### src/rtl/i2s_tx_pkg.sv
package i2s_tx_pkg;

    localparam int WORD_W = 32;
    localparam int ADDR_W = 4;
    localparam int PAIR_W = 2 * WORD_W;
    localparam int RES_W  = 3;

    typedef enum logic [ADDR_W-1:0] {
        A_GLOBAL_EN = 4'd0,
        A_TX_EN     = 4'd1,
        A_CHAN_EN   = 4'd2,
        A_RES       = 4'd3,
        A_THRESH    = 4'd4,
        A_FLUSH     = 4'd5,
        A_LEFT      = 4'd6,
        A_RIGHT     = 4'd7,
        A_STATUS    = 4'd8,
        A_MASK      = 4'd9,
        A_OVR_CLR   = 4'd10,
        A_LEVEL     = 4'd11
    } reg_addr_e;

    localparam int BIT_EMPTY = 4;
    localparam int BIT_OVR   = 5;

    typedef struct packed {
        logic [WORD_W-1:0] left;
        logic [WORD_W-1:0] right;
    } sample_pair_t;

    // Sample width selected by a resolution code.
    function automatic int res_width(input logic [RES_W-1:0] code);
        int w;
        case (code)
            3'd1:    w = 12;
            3'd2:    w = 16;
            3'd3:    w = 20;
            3'd4:    w = 24;
            default: w = WORD_W;
        endcase
        return w;
    endfunction

    // Keep the low bits of the word and move them to the MSB end of the slot.
    function automatic logic [WORD_W-1:0] justify(input logic [WORD_W-1:0] d,
                                                  input logic [RES_W-1:0]  code);
        int w;
        logic [WORD_W-1:0] m;
        w = res_width(code);
        m = (w >= WORD_W) ? '1 : ((WORD_W'(1) << w) - WORD_W'(1));
        return (d & m) << (WORD_W - w);
    endfunction

endpackage

### src/rtl/i2s_tx_fifo.sv
module i2s_tx_fifo #(
    parameter int DEPTH = 16,
    parameter int WIDTH = 64,
    localparam int PTR_W = $clog2(DEPTH),
    localparam int LVL_W = PTR_W + 1
) (
    input  logic             clk,
    input  logic             rst,
    input  logic             flush,
    input  logic             push,
    input  logic [WIDTH-1:0] wdata,
    input  logic             pop,
    output logic [WIDTH-1:0] rdata,
    output logic [LVL_W-1:0] level,
    output logic             full,
    output logic             empty
);

    logic [WIDTH-1:0] mem [DEPTH];
    logic [PTR_W-1:0] wptr;
    logic [PTR_W-1:0] rptr;
    logic             do_push;
    logic             do_pop;

    function automatic logic [PTR_W-1:0] bump(input logic [PTR_W-1:0] p);
        return (p == PTR_W'(DEPTH - 1)) ? '0 : p + 1'b1;
    endfunction

    assign full    = (level == LVL_W'(DEPTH));
    assign empty   = (level == '0);
    assign do_pop  = pop && !empty;
    // A full FIFO still takes a push when a slot frees in the same cycle.
    assign do_push = push && (!full || do_pop);

    always_ff @(posedge clk) begin
        if (rst || flush) begin
            wptr  <= '0;
            rptr  <= '0;
            level <= '0;
        end else begin
            if (do_push) wptr <= bump(wptr);
            if (do_pop)  rptr <= bump(rptr);
            level <= level + LVL_W'(do_push) - LVL_W'(do_pop);
        end
    end

    always_ff @(posedge clk) begin
        if (do_push && !flush) mem[wptr] <= wdata;
    end

    assign rdata = mem[rptr];

endmodule

### src/rtl/i2s_tx_regs.sv
module i2s_tx_regs
    import i2s_tx_pkg::*;
#(
    parameter int DEPTH = 16,
    localparam int THR_W = $clog2(DEPTH),
    localparam int LVL_W = THR_W + 1
) (
    input  logic              clk,
    input  logic              rst,
    input  logic              reg_wr,
    input  logic              reg_rd,
    input  logic [ADDR_W-1:0] reg_addr,
    input  logic [WORD_W-1:0] reg_wdata,
    output logic [WORD_W-1:0] reg_rdata,
    input  logic [LVL_W-1:0]  fifo_level,
    input  logic              fifo_full,
    input  logic              fifo_pop,
    output logic              glob_en,
    output logic              tx_en,
    output logic              ch_en,
    output logic [RES_W-1:0]  res_code,
    output logic              push,
    output sample_pair_t      push_pair,
    output logic              flush,
    output logic              empty_flag,
    output logic              ovr_flag,
    output logic [1:0]        irq_mask,
    output logic              irq
);

    logic [THR_W-1:0]  thresh;
    logic [WORD_W-1:0] left_hold;
    logic              wr_flush;
    logic              rd_clear;
    logic              ovr_set;

    assign wr_flush = reg_wr && (reg_addr == A_FLUSH) && reg_wdata[0];
    assign rd_clear = reg_rd && (reg_addr == A_OVR_CLR);

    // A disabled channel keeps its FIFO empty.
    assign flush = !ch_en || wr_flush;
    assign push  = reg_wr && (reg_addr == A_RIGHT) && ch_en;
    assign push_pair.left  = left_hold;
    assign push_pair.right = reg_wdata;

    assign ovr_set    = push && fifo_full && !fifo_pop && !flush;
    assign empty_flag = (fifo_level <= ({1'b0, thresh} + LVL_W'(1)));
    assign irq        = (empty_flag && !irq_mask[0]) || (ovr_flag && !irq_mask[1]);

    always_ff @(posedge clk) begin
        if (rst) begin
            glob_en   <= 1'b0;
            tx_en     <= 1'b0;
            ch_en     <= 1'b0;
            res_code  <= '0;
            thresh    <= '0;
            left_hold <= '0;
            irq_mask  <= 2'b11;
            ovr_flag  <= 1'b0;
        end else begin
            if (reg_wr) begin
                case (reg_addr)
                    A_GLOBAL_EN: glob_en   <= reg_wdata[0];
                    A_TX_EN:     tx_en     <= reg_wdata[0];
                    A_CHAN_EN:   ch_en     <= reg_wdata[0];
                    A_RES:       res_code  <= reg_wdata[RES_W-1:0];
                    A_THRESH:    thresh    <= reg_wdata[THR_W-1:0];
                    A_LEFT:      left_hold <= reg_wdata;
                    A_MASK:      irq_mask  <= reg_wdata[BIT_OVR:BIT_EMPTY];
                    default: ;
                endcase
            end
            // Setting takes priority over a clearing read in the same cycle.
            if (ovr_set)       ovr_flag <= 1'b1;
            else if (rd_clear) ovr_flag <= 1'b0;
        end
    end

    always_comb begin
        reg_rdata = '0;
        case (reg_addr)
            A_GLOBAL_EN: reg_rdata[0] = glob_en;
            A_TX_EN:     reg_rdata[0] = tx_en;
            A_CHAN_EN:   reg_rdata[0] = ch_en;
            A_RES:       reg_rdata[RES_W-1:0] = res_code;
            A_THRESH:    reg_rdata[THR_W-1:0] = thresh;
            A_LEFT:      reg_rdata = left_hold;
            A_STATUS: begin
                reg_rdata[BIT_EMPTY] = empty_flag;
                reg_rdata[BIT_OVR]   = ovr_flag;
            end
            A_MASK:      reg_rdata[BIT_OVR:BIT_EMPTY] = irq_mask;
            A_OVR_CLR:   reg_rdata[0] = ovr_flag;
            A_LEVEL:     reg_rdata[LVL_W-1:0] = fifo_level;
            default: ;
        endcase
    end

endmodule

### src/rtl/i2s_tx_ser.sv
module i2s_tx_ser
    import i2s_tx_pkg::*;
(
    input  logic             clk,
    input  logic             rst,
    input  logic             active,
    input  logic             bit_stb,
    input  logic             ws_in,
    input  logic [RES_W-1:0] res_code,
    input  sample_pair_t     head,
    input  logic             fifo_empty,
    output logic             pop,
    output logic             sdo
);

    logic              ws_q;
    logic [WORD_W-1:0] shreg;
    logic [WORD_W-1:0] right_hold;
    logic              ws_fall;
    logic              ws_rise;

    assign ws_fall = bit_stb && ws_q && !ws_in;
    assign ws_rise = bit_stb && !ws_q && ws_in;
    assign pop     = ws_fall && active && !fifo_empty;

    always_ff @(posedge clk) begin
        if (rst) begin
            ws_q       <= 1'b0;
            shreg      <= '0;
            right_hold <= '0;
            sdo        <= 1'b0;
        end else begin
            if (bit_stb) ws_q <= ws_in;
            if (!active) begin
                sdo        <= 1'b0;
                shreg      <= '0;
                right_hold <= '0;
            end else if (bit_stb) begin
                // One-bit lag: the edge strobe still drives the previous slot.
                sdo <= shreg[WORD_W-1];
                if (ws_fall) begin
                    if (pop) begin
                        shreg      <= justify(head.left, res_code);
                        right_hold <= head.right;
                    end else begin
                        shreg      <= '0;
                        right_hold <= '0;
                    end
                end else if (ws_rise) begin
                    shreg <= justify(right_hold, res_code);
                end else begin
                    shreg <= {shreg[WORD_W-2:0], 1'b0};
                end
            end
        end
    end

endmodule

### src/rtl/i2s_tx_chan.sv
module i2s_tx_chan
    import i2s_tx_pkg::*;
#(
    parameter int FIFO_DEPTH = 16,
    localparam int LVL_W = $clog2(FIFO_DEPTH) + 1
) (
    input  logic              clk,
    input  logic              rst,
    input  logic              reg_wr,
    input  logic              reg_rd,
    input  logic [ADDR_W-1:0] reg_addr,
    input  logic [WORD_W-1:0] reg_wdata,
    output logic [WORD_W-1:0] reg_rdata,
    input  logic              bit_stb,
    input  logic              ws_in,
    output logic              sdo,
    output logic              irq
);

    logic              glob_en;
    logic              tx_en;
    logic              ch_en;
    logic              active;
    logic [RES_W-1:0]  res_code;
    logic              push;
    sample_pair_t      push_pair;
    logic              flush;
    logic              empty_flag;
    logic              ovr_flag;
    logic [1:0]        irq_mask;
    logic [LVL_W-1:0]  fifo_level;
    logic              fifo_full;
    logic              fifo_empty;
    logic              pop;
    logic [PAIR_W-1:0] fifo_rdata;
    sample_pair_t      head;

    assign active = glob_en && tx_en && ch_en;
    assign head   = sample_pair_t'(fifo_rdata);

    i2s_tx_regs #(.DEPTH(FIFO_DEPTH)) u_regs (
        .clk        (clk),
        .rst        (rst),
        .reg_wr     (reg_wr),
        .reg_rd     (reg_rd),
        .reg_addr   (reg_addr),
        .reg_wdata  (reg_wdata),
        .reg_rdata  (reg_rdata),
        .fifo_level (fifo_level),
        .fifo_full  (fifo_full),
        .fifo_pop   (pop),
        .glob_en    (glob_en),
        .tx_en      (tx_en),
        .ch_en      (ch_en),
        .res_code   (res_code),
        .push       (push),
        .push_pair  (push_pair),
        .flush      (flush),
        .empty_flag (empty_flag),
        .ovr_flag   (ovr_flag),
        .irq_mask   (irq_mask),
        .irq        (irq)
    );

    i2s_tx_fifo #(.DEPTH(FIFO_DEPTH), .WIDTH(PAIR_W)) u_fifo (
        .clk   (clk),
        .rst   (rst),
        .flush (flush),
        .push  (push),
        .wdata (push_pair),
        .pop   (pop),
        .rdata (fifo_rdata),
        .level (fifo_level),
        .full  (fifo_full),
        .empty (fifo_empty)
    );

    i2s_tx_ser u_ser (
        .clk        (clk),
        .rst        (rst),
        .active     (active),
        .bit_stb    (bit_stb),
        .ws_in      (ws_in),
        .res_code   (res_code),
        .head       (head),
        .fifo_empty (fifo_empty),
        .pop        (pop),
        .sdo        (sdo)
    );

endmodule

### config.mk
export PLATFORM = sky130hd
export DESIGN_NAME = i2s_tx_chan
export DESIGN_NICKNAME = d
export VERILOG_FILES = /design/src/rtl/i2s_tx_pkg.sv /design/src/rtl/i2s_tx_fifo.sv /design/src/rtl/i2s_tx_regs.sv /design/src/rtl/i2s_tx_ser.sv /design/src/rtl/i2s_tx_chan.sv
export SDC_FILE = /design/constraint.sdc
export NUM_CORES = 1
export LEC_CHECK = 0
export BUFFER_PORTS_ARGS = -buffer_cell sky130_fd_sc_hd__buf_2
export CORE_UTILIZATION = 50
export DETAILED_ROUTE_END_ITERATION = 10
export GPL_TIMING_DRIVEN = 0
export PLACE_DENSITY = 0.67
export SKIP_LAST_GASP = 1
export SYNTH_ARGS = -nofsm -noshare
export SYNTH_HDL_FRONTEND = slang
export SYNTH_SLANG_ARGS = --single-unit
### constraint.sdc
create_clock -name clk -period 7.7 [get_ports clk]
set_input_delay 1.54 -clock clk [delete_from_list [all_inputs] [get_ports clk]]
set_output_delay 1.54 -clock clk [all_outputs]
set_load 0.03 [all_outputs]
==> results.sh <==
export IMPL_dpl_cell_count=4046
export IMPL_drt_first_pass_iters=6
export IMPL_cts_htree_levels=3
export IMPL_io_pins=76
export IMPL_slew_limit_headroom_pct=15.3
export IMPL_status="finished, final reports clean"
export IMPL_setup_violations=0
export IMPL_synth_edff_count=1024
export IMPL_drive_gt1_share_pct=24.1
export IMPL_grt_pass1_vias=27100
export IMPL_dp_hpwl_um=101000
export IMPL_synth_area_leaders="edfxtp_1 66%, mux4_2 12%, dfxtp_1 5.5%"
export IMPL_viasPerCell=6.52
export IMPL_cts_tree="done"
export IMPL_fin_skew_ns=0.0451
export IMPL_fin_setup_tns_ns=0
export IMPL_grt_max_degree=24
export IMPL_final_nets=2984
export IMPL_crit_path_top_delay_cell="clkbuf_1"
export IMPL_cts_max_path_buffers=3
export IMPL_endpoint_kind="flip-flop"
export IMPL_hold_class="reg2reg"
export IMPL_gp_congestion=0.960
export IMPL_synth_top_area_share_pct=65.6
export IMPL_arrival_ns=6.44
export IMPL_p_leak_nw=18.0
export IMPL_die_h_um=308
export IMPL_startpoint_type="flip-flop"
export IMPL_post_route_util_pct=58.5
export IMPL_critPathMaxStageDelay_ns=0.65
export IMPL_area_growth_pct=15.1
export IMPL_clk_pin_slew_worst_paths_ns=0.06
export IMPL_rsz0062_at_grt="no"
export IMPL_drv_slew=0
export IMPL_synthArstFlopShare_pct=0
export IMPL_syn_cell_area_um2=46900
export IMPL_start_util_pct=50.8
export IMPL_core_um2=92400
export IMPL_period_needed_ns=5.87
export IMPL_rows=111
export IMPL_hold_viol=0
export IMPL_grt_pass1_wl_um=202000
export IMPL_tightest_slew_ns=1.26
export IMPL_timing_critical_path_fanout_max=11
export IMPL_ctsResizeCount=0
export IMPL_drtAntennaViolNets=0
export IMPL_wl_per_cell_um=34.0
export IMPL_root_buffer="clkbuf_16"
export IMPL_die_w_um=308
export IMPL_max_freq_mhz=170
export IMPL_required_ns=8.27
export IMPL_cts_hold_fix_buffers=0
export IMPL_ys_flop_type="edfxtp_1"
export IMPL_avgSynthCellArea_um2=17.7
export IMPL_drt_wl_total_um=145000
export IMPL_critPathTopFamily="buffers and inverters"
export IMPL_grt_use_total_pct=30.7
export IMPL_clock_sinks=1152
export IMPL_drc_errors=0
export IMPL_dp_slack_ns=1.95
export IMPL_synth_cell_types=89
export IMPL_crit_top_cell="clkbuf_1"
export IMPL_crit_chain="buf_2, and2b_4, inv_2, clkbuf_1, clkbuf_1, a21o_1, ha_1, ha_1, buf_2, o31ai_2, ha_1, clkbuf_1, and2_1, clkbuf_1, a22oi_1, and2_1, a211oi_1, a311oi_1, o21ai_0"
export IMPL_clk_latency_ns=0.72
export IMPL_antenna_found_initial=2
export IMPL_ys_seq_area_share_pct=71.0
export IMPL_finalCritPeriodShare_pct=76.3
export IMPL_synth_nets=2715
export IMPL_instances_no_fill=4257
export IMPL_cts_made_buffers=112
export IMPL_yosys_warnings=0
export IMPL_path_class="reg2reg"
export IMPL_ys_ff_latch=1152
export IMPL_cts_setup_buffers=0
export IMPL_grt_ovfl_total=0
export IMPL_drt_iter0_markers=3646
export IMPL_synth_cells=2648
export IMPL_port_buffers=73
export IMPL_dieArea_um2=95000
export IMPL_maxCapViolCount=0
export IMPL_synth_top_area_cell="edfxtp_1"
export IMPL_vdd_ir_drop_max_mv=0.231
export IMPL_vias=27800
export IMPL_path_buf_inv=7
export IMPL_worst_slack_ns=1.83
export IMPL_power_density_nw_per_um2=230
==> stage by stage <==
step           instance area, um2  power, W  hold slack [ns]
2_1_floorplan               46900   0.00697            0.449
5_1_grt                     54000    0.0127            0.501
3_5_place_dp                50400   0.00708            0.475
3_3_place_gp                48800   0.00708            0.465
4_1_cts                     54000    0.0124            0.489
6_report                    54000    0.0124            0.489
==> report_power, final <==
group	switching, W	total [W]	internal (W)	leakage [nW]
Clock	0.00235	0.00544	0.00309	1.76
Sequential	0.0000148	0.00677	0.00676	11.1
Combinational	0.000143	0.000180	0.0000374	5.05
==> cell families (layout without fill, tap and decap cells) <==
kind of cell	Yosys count	in the layout	synth area share, %
muxes	352	352	14.6
adders and majority gates	25	25	0.683
AOI/OAI and AO/OA	431	431	6.36
xor gates and xnor gates	14	14	0.261
DFF	1152	1152	71.0
buffers and inverters	192	557	2.25
and+or+nand+nor	482	482	4.84
other	0	1	0
==> metal layers <==
metal	track usage, %	vias to the layer above	wire length, um
met3	5.04	249	13400
met5	0	-	23
li1	-	11300	-
met1	44.8	14500	59300
met4	10.3	4	4610
met2	47.3	1693	67200
==> cell usage after synthesis (6+ instances only) <==
| cell type | number |
|---|---|
| xnor2_1 | 6 |
| nand3b_1 | 7 |
| o211ai_1 | 7 |
| nand2b_1 | 16 |
| o22ai_1 | 17 |
| inv_1 | 26 |
| a31oi_1 | 20 |
| a21o_1 | 7 |
| nand3_1 | 31 |
| nor4_1 | 6 |
| buf_8 | 7 |
| nor2b_1 | 29 |
| buf_6 | 12 |
| a221o_1 | 7 |
| a22oi_1 | 66 |
| edfxtp_1 | 1024 |
| nand2_1 | 167 |
| a32oi_1 | 9 |
| a211oi_1 | 13 |
| nor3_1 | 18 |
| o211a_1 | 6 |
| mux4_2 | 250 |
| a21oi_1 | 94 |
| o2bb2ai_1 | 6 |
| clkbuf_1 | 65 |
| buf_2 | 49 |
| buf_4 | 23 |
| a221oi_1 | 22 |
| o21ai_0 | 72 |
| nor2_1 | 127 |
| mux4_1 | 10 |
| and2_1 | 38 |
| xor2_1 | 8 |
| ha_1 | 24 |
| and3_1 | 10 |
| o221ai_1 | 16 |
| dfxtp_1 | 128 |
| or3_1 | 10 |
| mux2_2 | 24 |
| a22o_1 | 7 |
| mux2i_1 | 68 |
==> cell usage in the layout (no fill, tap or decap), drive strengths merged, types with 20 or more instances in the layout <==
| cell type | n |
|---|---|
| nand3 | 31 |
| inv | 31 |
| nor3 | 21 |
| and2 | 38 |
| mux2i | 68 |
| a31oi | 20 |
| nor2b | 30 |
| a221oi | 23 |
| nand2 | 167 |
| ha | 24 |
| clkbuf | 214 |
| a21oi | 94 |
| o21ai | 77 |
| edfxtp | 1024 |
| nor2 | 127 |
| buf | 252 |
| mux4 | 260 |
| mux2 | 24 |
| a22oi | 67 |
| dfxtp | 128 |
| clkinv | 43 |
==> cell type report <==
type | count | area (um2)
diodes | 1 | 2.50
plain buffers | 162 | 941
clock buffers | 149 | 3060
clock inverters | 61 | 582
fillers | 6875 | 38400
inverters | 30 | 113
multi-input cells | 1304 | 12700
flip-flops and latches | 1152 | 33300
well taps | 1243 | 1560
repair buffers | 155 | 1780
==> registers in the layout, summed over array words and instances (netlist names), 4 cells and up, named ones only <==
register,cells
u_fifo.level,5
u_fifo.mem,1024
u_fifo.rptr,4
u_fifo.wptr,4
u_regs.left_hold,32
u_regs.thresh,4
u_ser.right_hold,32
u_ser.shreg,32
==> worst paths after layout <==
path	depth (start not counted)	endpoint	slack [ns]	from
hold reg to reg	1	u_ser.shreg[1]	0.49	u_ser.shreg[1]
setup / recovery	19	u_ser.shreg[19]	1.83	u_regs.res_code[0]
setup reg to reg	19	u_ser.shreg[19]	1.83	u_regs.res_code[0]
hold / removal	1	u_ser.shreg[1]	0.49	u_ser.shreg[1]
No activity file was read; power rests on OpenSTA's default activity.
